## src/rtl/cnu_pkg.sv

```systemverilog
// Shared widths for the min-sum check node unit.
// Assumes a 5-bit message: sign, 2 integer bits and 2 fraction bits.
package cnu_pkg;
    localparam int MSG_W = 5;
    localparam int MAG_W = MSG_W - 1;
    localparam int DEG   = 6;
    localparam int IDX_W = $clog2(DEG);
endpackage

```

## src/rtl/cnu_to_sm.sv

```systemverilog
// Converts one two's-complement message to sign and magnitude.
// Assumes the most negative code saturates to the largest magnitude.
module cnu_to_sm #(
    parameter int MSG_W = 5,
    localparam int MAG_W = MSG_W - 1
) (
    input  logic [MSG_W-1:0] msg,
    output logic             sgn,
    output logic [MAG_W-1:0] mag
);
    logic [MSG_W-1:0] negated;
    logic             is_most_neg;

    // Split sign and absolute value, saturating the lone unpaired code.
    always_comb begin
        negated     = (~msg) + MSG_W'(1);
        is_most_neg = (msg == {1'b1, {MAG_W{1'b0}}});
        sgn         = msg[MSG_W-1];
        if (is_most_neg)
            mag = {MAG_W{1'b1}};
        else if (msg[MSG_W-1])
            mag = negated[MAG_W-1:0];
        else
            mag = msg[MAG_W-1:0];
    end
endmodule

```

## src/rtl/cnu_from_sm.sv

```systemverilog
// Converts a sign and magnitude pair back to two's complement.
// Assumes a zero magnitude always yields +0 whatever the sign.
module cnu_from_sm #(
    parameter int MSG_W = 5,
    localparam int MAG_W = MSG_W - 1
) (
    input  logic             sgn,
    input  logic [MAG_W-1:0] mag,
    output logic [MSG_W-1:0] msg
);
    logic [MSG_W-1:0] wide;

    // Negate the zero-extended magnitude when the sign is set and non-zero.
    always_comb begin
        wide = {1'b0, mag};
        if (sgn && (mag != '0))
            msg = (~wide) + MSG_W'(1);
        else
            msg = wide;
    end
endmodule

```

## src/rtl/cnu_min2.sv

```systemverilog
// Finds the smallest and second-smallest of DEG magnitudes and the
// lane holding the smallest. Assumes ties go to the lowest lane index.
module cnu_min2 #(
    parameter int DEG   = 6,
    parameter int MAG_W = 4,
    localparam int IDX_W = $clog2(DEG)
) (
    input  logic [DEG*MAG_W-1:0] mags,
    output logic [MAG_W-1:0]     min1,
    output logic [MAG_W-1:0]     min2,
    output logic [IDX_W-1:0]     min1_idx
);
    logic [MAG_W-1:0] cur;

    // Linear scan; a strict compare keeps the earliest lane on ties.
    always_comb begin
        min1     = mags[MAG_W-1:0];
        min2     = {MAG_W{1'b1}};
        min1_idx = '0;
        cur      = '0;
        for (int i = 1; i < DEG; i++) begin
            cur = mags[i*MAG_W +: MAG_W];
            if (cur < min1) begin
                min2     = min1;
                min1     = cur;
                min1_idx = IDX_W'(i);
            end else if (cur < min2) begin
                min2 = cur;
            end
        end
    end
endmodule

```

## src/rtl/cnu_minsum_core.sv

```systemverilog
// Min-sum check node unit: six messages in, six excluded-lane
// messages out, one register stage. Assumes synchronous active-low reset.
module cnu_minsum_core #(
    parameter int DEG   = cnu_pkg::DEG,
    parameter int MSG_W = cnu_pkg::MSG_W,
    localparam int MAG_W = MSG_W - 1,
    localparam int IDX_W = $clog2(DEG),
    localparam int BUS_W = DEG * MSG_W
) (
    input  logic             clk,
    input  logic             rst_n,
    input  logic             in_valid,
    input  logic [BUS_W-1:0] in_msgs,
    output logic             out_valid,
    output logic [BUS_W-1:0] out_msgs
);
    logic [DEG-1:0]       in_sgn;
    logic [DEG*MAG_W-1:0] in_mag;
    logic [MAG_W-1:0]     min1, min2;
    logic [IDX_W-1:0]     min1_idx;
    logic                 sgn_all;
    logic [BUS_W-1:0]     next_msgs;

    // Per-lane input conversion and output assembly.
    for (genvar g = 0; g < DEG; g++) begin : g_lane
        logic [MAG_W-1:0] sel_mag;
        logic             sel_sgn;

        cnu_to_sm #(.MSG_W(MSG_W)) u_to_sm (
            .msg (in_msgs[g*MSG_W +: MSG_W]),
            .sgn (in_sgn[g]),
            .mag (in_mag[g*MAG_W +: MAG_W])
        );

        // Pick the second minimum for the lane that owns the minimum.
        always_comb begin
            sel_mag = (min1_idx == IDX_W'(g)) ? min2 : min1;
            sel_sgn = sgn_all ^ in_sgn[g];
        end

        cnu_from_sm #(.MSG_W(MSG_W)) u_from_sm (
            .sgn (sel_sgn),
            .mag (sel_mag),
            .msg (next_msgs[g*MSG_W +: MSG_W])
        );

        AST_NO_NEG_ZERO: assert property (@(posedge clk) disable iff (!rst_n)
            in_valid |=> (out_msgs[g*MSG_W +: MSG_W] != {1'b1, {MAG_W{1'b0}}}));
    end

    cnu_min2 #(.DEG(DEG), .MAG_W(MAG_W)) u_min2 (
        .mags     (in_mag),
        .min1     (min1),
        .min2     (min2),
        .min1_idx (min1_idx)
    );

    // Parity of all input signs, shared by every lane.
    always_comb sgn_all = ^in_sgn;

    // Output register stage with valid flag.
    always_ff @(posedge clk) begin
        if (!rst_n) begin
            out_valid <= 1'b0;
            out_msgs  <= '0;
        end else begin
            out_valid <= in_valid;
            if (in_valid)
                out_msgs <= next_msgs;
        end
    end

    AST_VALID_RISE: assert property (@(posedge clk) disable iff (!rst_n)
        in_valid |=> out_valid);
    AST_VALID_IDLE: assert property (@(posedge clk) disable iff (!rst_n)
        !in_valid |=> !out_valid);
    AST_HOLD_IDLE: assert property (@(posedge clk) disable iff (!rst_n)
        !in_valid |=> $stable(out_msgs));
    AST_MIN_ORDER: assert property (@(posedge clk) disable iff (!rst_n)
        in_valid |-> (min1 <= min2));
    AST_MIN_OWNER: assert property (@(posedge clk) disable iff (!rst_n)
        in_valid |-> (in_mag[min1_idx*MAG_W +: MAG_W] == min1));
endmodule

```

## config.mk

```make
export PLATFORM = sky130hd
export DESIGN_NAME = cnu_minsum_core
export DESIGN_NICKNAME = d
export VERILOG_FILES = /design/src/rtl/cnu_pkg.sv /design/src/rtl/cnu_to_sm.sv /design/src/rtl/cnu_from_sm.sv /design/src/rtl/cnu_min2.sv /design/src/rtl/cnu_minsum_core.sv
export SDC_FILE = /design/constraint.sdc
export NUM_CORES = 1
export LEC_CHECK = 0
export BUFFER_PORTS_ARGS = -buffer_cell sky130_fd_sc_hd__buf_2
export CAP_MARGIN = 20
export CORE_ASPECT_RATIO = 0.9
export CORE_MARGIN = 3
export CORE_UTILIZATION = 50
export CTS_CLUSTER_DIAMETER = 80
export DETAILED_ROUTE_END_ITERATION = 16
export PLACE_DENSITY = 0.82
export SYNTH_ARGS = -nofsm -noshare
export SYNTH_HDL_FRONTEND = slang
export SYNTH_SLANG_ARGS = --single-unit
```

## constraint.sdc

```tcl
create_clock -name clk -period 12.15 [get_ports clk]
set_clock_uncertainty 0.05 [all_clocks]
set_input_delay 1.215 -clock clk [delete_from_list [all_inputs] [get_ports clk]]
set_output_delay 1.215 -clock clk [all_outputs]
set_load 0.01 [all_outputs]
```

==> impl_results.md <==
- GP Congestion: approximately 0.96
- Post-CTS Resized: 0
- Post-Synth Adder-Cell Area: 0.135
- Gr ovfl total: 0
- # port buffers: 63
- Final wirelength: 11900 um
- R2R cell count: 2
- CP Max Fanout: 14
- Post-DRT Antenna Nets: 0
- Die Wd: 105 um
- Final Hold Fails: 0
- Vias per inst: 6.19
- TritonRoute pass-1 iters: 5
- Largest net degree at the start of global routing: 50
- Worst-path clk slew: 0.06 ns
- Top FF cell, synth: dfxtp_1
- Area grow syn2layout: 10.6%
- CP startpoint: in_msgs[5]
- Mux contribution to synthesized area: 0.122
- Max Freq: 0.0905 GHz
- ANT cells: 0
- Critical Path RT: 12.28 ns
- Flop2flop setup slack: ~11 ns
- Slew headroom: 0.409
- Sequential fraction of the synthesis area: 0.140
- Final number of setup-violating endpoints: 0
- Critical Path AT: roughly 11 ns
- Worst Tran Pin Value: 0.887 ns
- M1 GR Usage: 0.315
- Synth Area in XOR/XNOR: 0.0355
- Root buf cell: clkbuf_8
- Worst skew pair latency: 0.29 ns
- Die span in y: 95.4 um
- Setup TNS: 0 ns
- Leading area contributor after synthesis: dfxtp_1
- Busiest grt layer: met2
- Core ar.: 0.00834 mm2
- Final layout net count: 696
- CTS Buffer Depth: 2
- Max IR drop VDD: 0.0906 mV
- CTS tree: built
- Initial drt markers: 371
- Vias in the first global route: roughly 4200
- H-tree levels: 2
- Syn_nets: 643
- Hold_buf cts: 0
- Netlist cell types: 81
- Cell at the slowest stage of the critical path: o31ai_1
- Post CTS Setup Buffer Count: 0
- Die Area: 0.0101 mm2
- Max-cap violations: 0
- Via count: 4518
- Compound-cell area share of the yosys netlist: 0.321
- Total GRT Usage: 0.231
- Crit path to: out_msgs[23]
- Routed len/inst: 16.4 um
- Number of buffers created by CTS: 5
- Simple-Gate Fraction of Synth Area: 0.188
- Unrepaired setup endpoints after global routing: false
- Share of cells above drive strength 1: 0.179
- FF-to-FF Start: out_msgs[6]
- GR Util met3: 0.0271
- CP Class: input port to flip-flop
- Syn Inst Count: about 560
- Setup crit start kind: input port
- Final Max Tran Viols: 0
- Synth Cell Area: 0.00444 mm2
- Total power: roughly 0.89 mW
- CP max stage delay: 0.63 ns
- Pwr dens: 181 mW/mm2
- # IOs: 64
- M2 GR Usage: 0.393
- Outcome: complete, no violations
- Crit path time final: 11.05 ns
- Synth Register Bits: 31
- Row count: 31
- First-pass GRT wire length: 19400 um
- Largest family of logic cells by synthesized area: compound AO/OA/AOI/OAI gates
- Leak pwr: 2.27 nW
- Cell repeated most along the worst path: ha_1
- Yosys top cell area share: 0.140
- R2r endpoint: out_msgs[6]
- # DRC: 0
- Syn avg cell area: 7.91 um2
- HP Class: flip-flop to flip-flop
- Hpwl dp: 9650 um
- Initial Util: 0.533
- Initial antenna violation count: 0
- Async set-reset flop share out of synthesis: 0
- Top post-synthesis cells by area: dfxtp_1, ha_1, mux2i_1, inv_1, a21oi_1
- Fin crit share: 0.910
- Worst setup EP type: flip-flop
- Synthesis warning total: 0
- CTS Sinks: 31
- Number of synthesized flops with an enable pin: 0
## sequential cells by signal (all words and copies together), names as in the netlist
signal,count
out_msgs,30
out_valid,1
## synthesized netlist by cell type (6+ instances only)
cell type	number
ha_1	48
inv_1	47
nor2_1	42
mux2i_1	38
a21oi_1	35
nand2_1	34
o21ai_0	34
dfxtp_1	31
nor2b_1	16
clkbuf_1	13
xnor2_1	12
a31oi_1	11
nor3_1	11
and2_1	10
o21a_1	9
o21bai_1	9
a21o_1	7
nand2b_1	7
o211a_1	7
o31ai_1	7
a21boi_0	6
mux2_2	6
xor2_1	6
## where the power goes
group | internal [mW] | leakage (nW) | total, mW | switching (mW)
Sequential | 0.129 | 0.257 | 0.141 | 0.0128
Combinational | 0.271 | 1.97 | 0.666 | 0.395
Clock | 0.0444 | 0.0470 | 0.0832 | 0.0389
## metal layers
metal	part of all wire	wire, um	vias up
met4	0.016	195	0
met3	0.068	815	23
li1	-	-	2195
met1	0.47	5560	2112
met2	0.45	5370	188
met5	0	0	-
## cells by family (layout without fill, tap and decap cells)
logic type | count (synthesis) | in the layout
AO/OA/AOI/OAI | 190 | 190
AND/OR/NAND/NOR | 160 | 160
buffers and inverters | 65 | 118
multiplexers | 50 | 50
adder cells (fa/ha/maj) | 48 | 48
flip-flops | 31 | 31
XOR/XNOR | 18 | 18
## worst max-delay path, delay by kind of cell
family | cells | cell delay [ns]
AO/OA/AOI/OAI | 21 | 4.80
adder cells (fa/ha/maj) | 7 | 2.01
buffers and inverters | 4 | 0.47
multiplexers | 4 | 1.21
AND/OR/NAND/NOR | 9 | 1.46
## area by class of cell
type | count | area [um2]
multi-input combinational | 466 | 3560
fill | 778 | 3430
sequential | 31 | 621
timing repair buffer | 64 | 323
inverter | 47 | 176
tap | 115 | 144
clock buffer | 6 | 82.6
clock inverter | 1 | 5.00
## metrics by stage
step                      worst slack, ns  utilization  hold WS [ns]  cells  instance area [um2]
after floorplan                      2.28            -         0.441    562                 4440
after global placement               1.27        0.579         0.407    723                 4820
after detailed placement            0.939        0.579         0.417    723                 4820
after CTS                            1.24        0.589         0.429    730                 4910
after global routing                0.194        0.589         0.445    730                 4910
final                                1.10        0.589         0.427    730                 4910
## worst min path at each step
stage / cells after the start / end / startpoint
global placement: 1 / out_msgs[17] / out_msgs[17]
floorplan: 2 / out_msgs[23] / out_msgs[23]
finish: 2 / out_msgs[15] / out_msgs[15]
global route: 2 / out_msgs[15] / out_msgs[15]
CTS: 2 / out_msgs[15] / out_msgs[15]
detailed placement: 1 / out_msgs[12] / out_msgs[12]
## cell usage in the layout, fill, tap and decap left out, types with 4 or more instances in the layout
cell and instances:
a211oi_1 4, a211oi_2 4, a21boi_0 6, a21o_1 7, a21oi_1 35, a311oi_1 4
a31o_2 4, a31oi_1 11, and2_1 10, buf_2 63, clkbuf_8 6, dfxtp_1 31
ha_1 48, inv_1 47, mux2_2 6, mux2i_1 38, nand2_1 34, nand2b_1 7
nand3_1 5, nand3b_1 5, nor2_1 42, nor2b_1 16, nor3_1 11, nor3b_1 4
o211a_1 7, o211ai_1 5, o21a_1 9, o21ai_0 34, o21bai_1 9, o31ai_1 7
o41ai_1 5, or4_1 5, xnor2_1 12, xor2_1 6
Power figures use the tool's default switching activity.
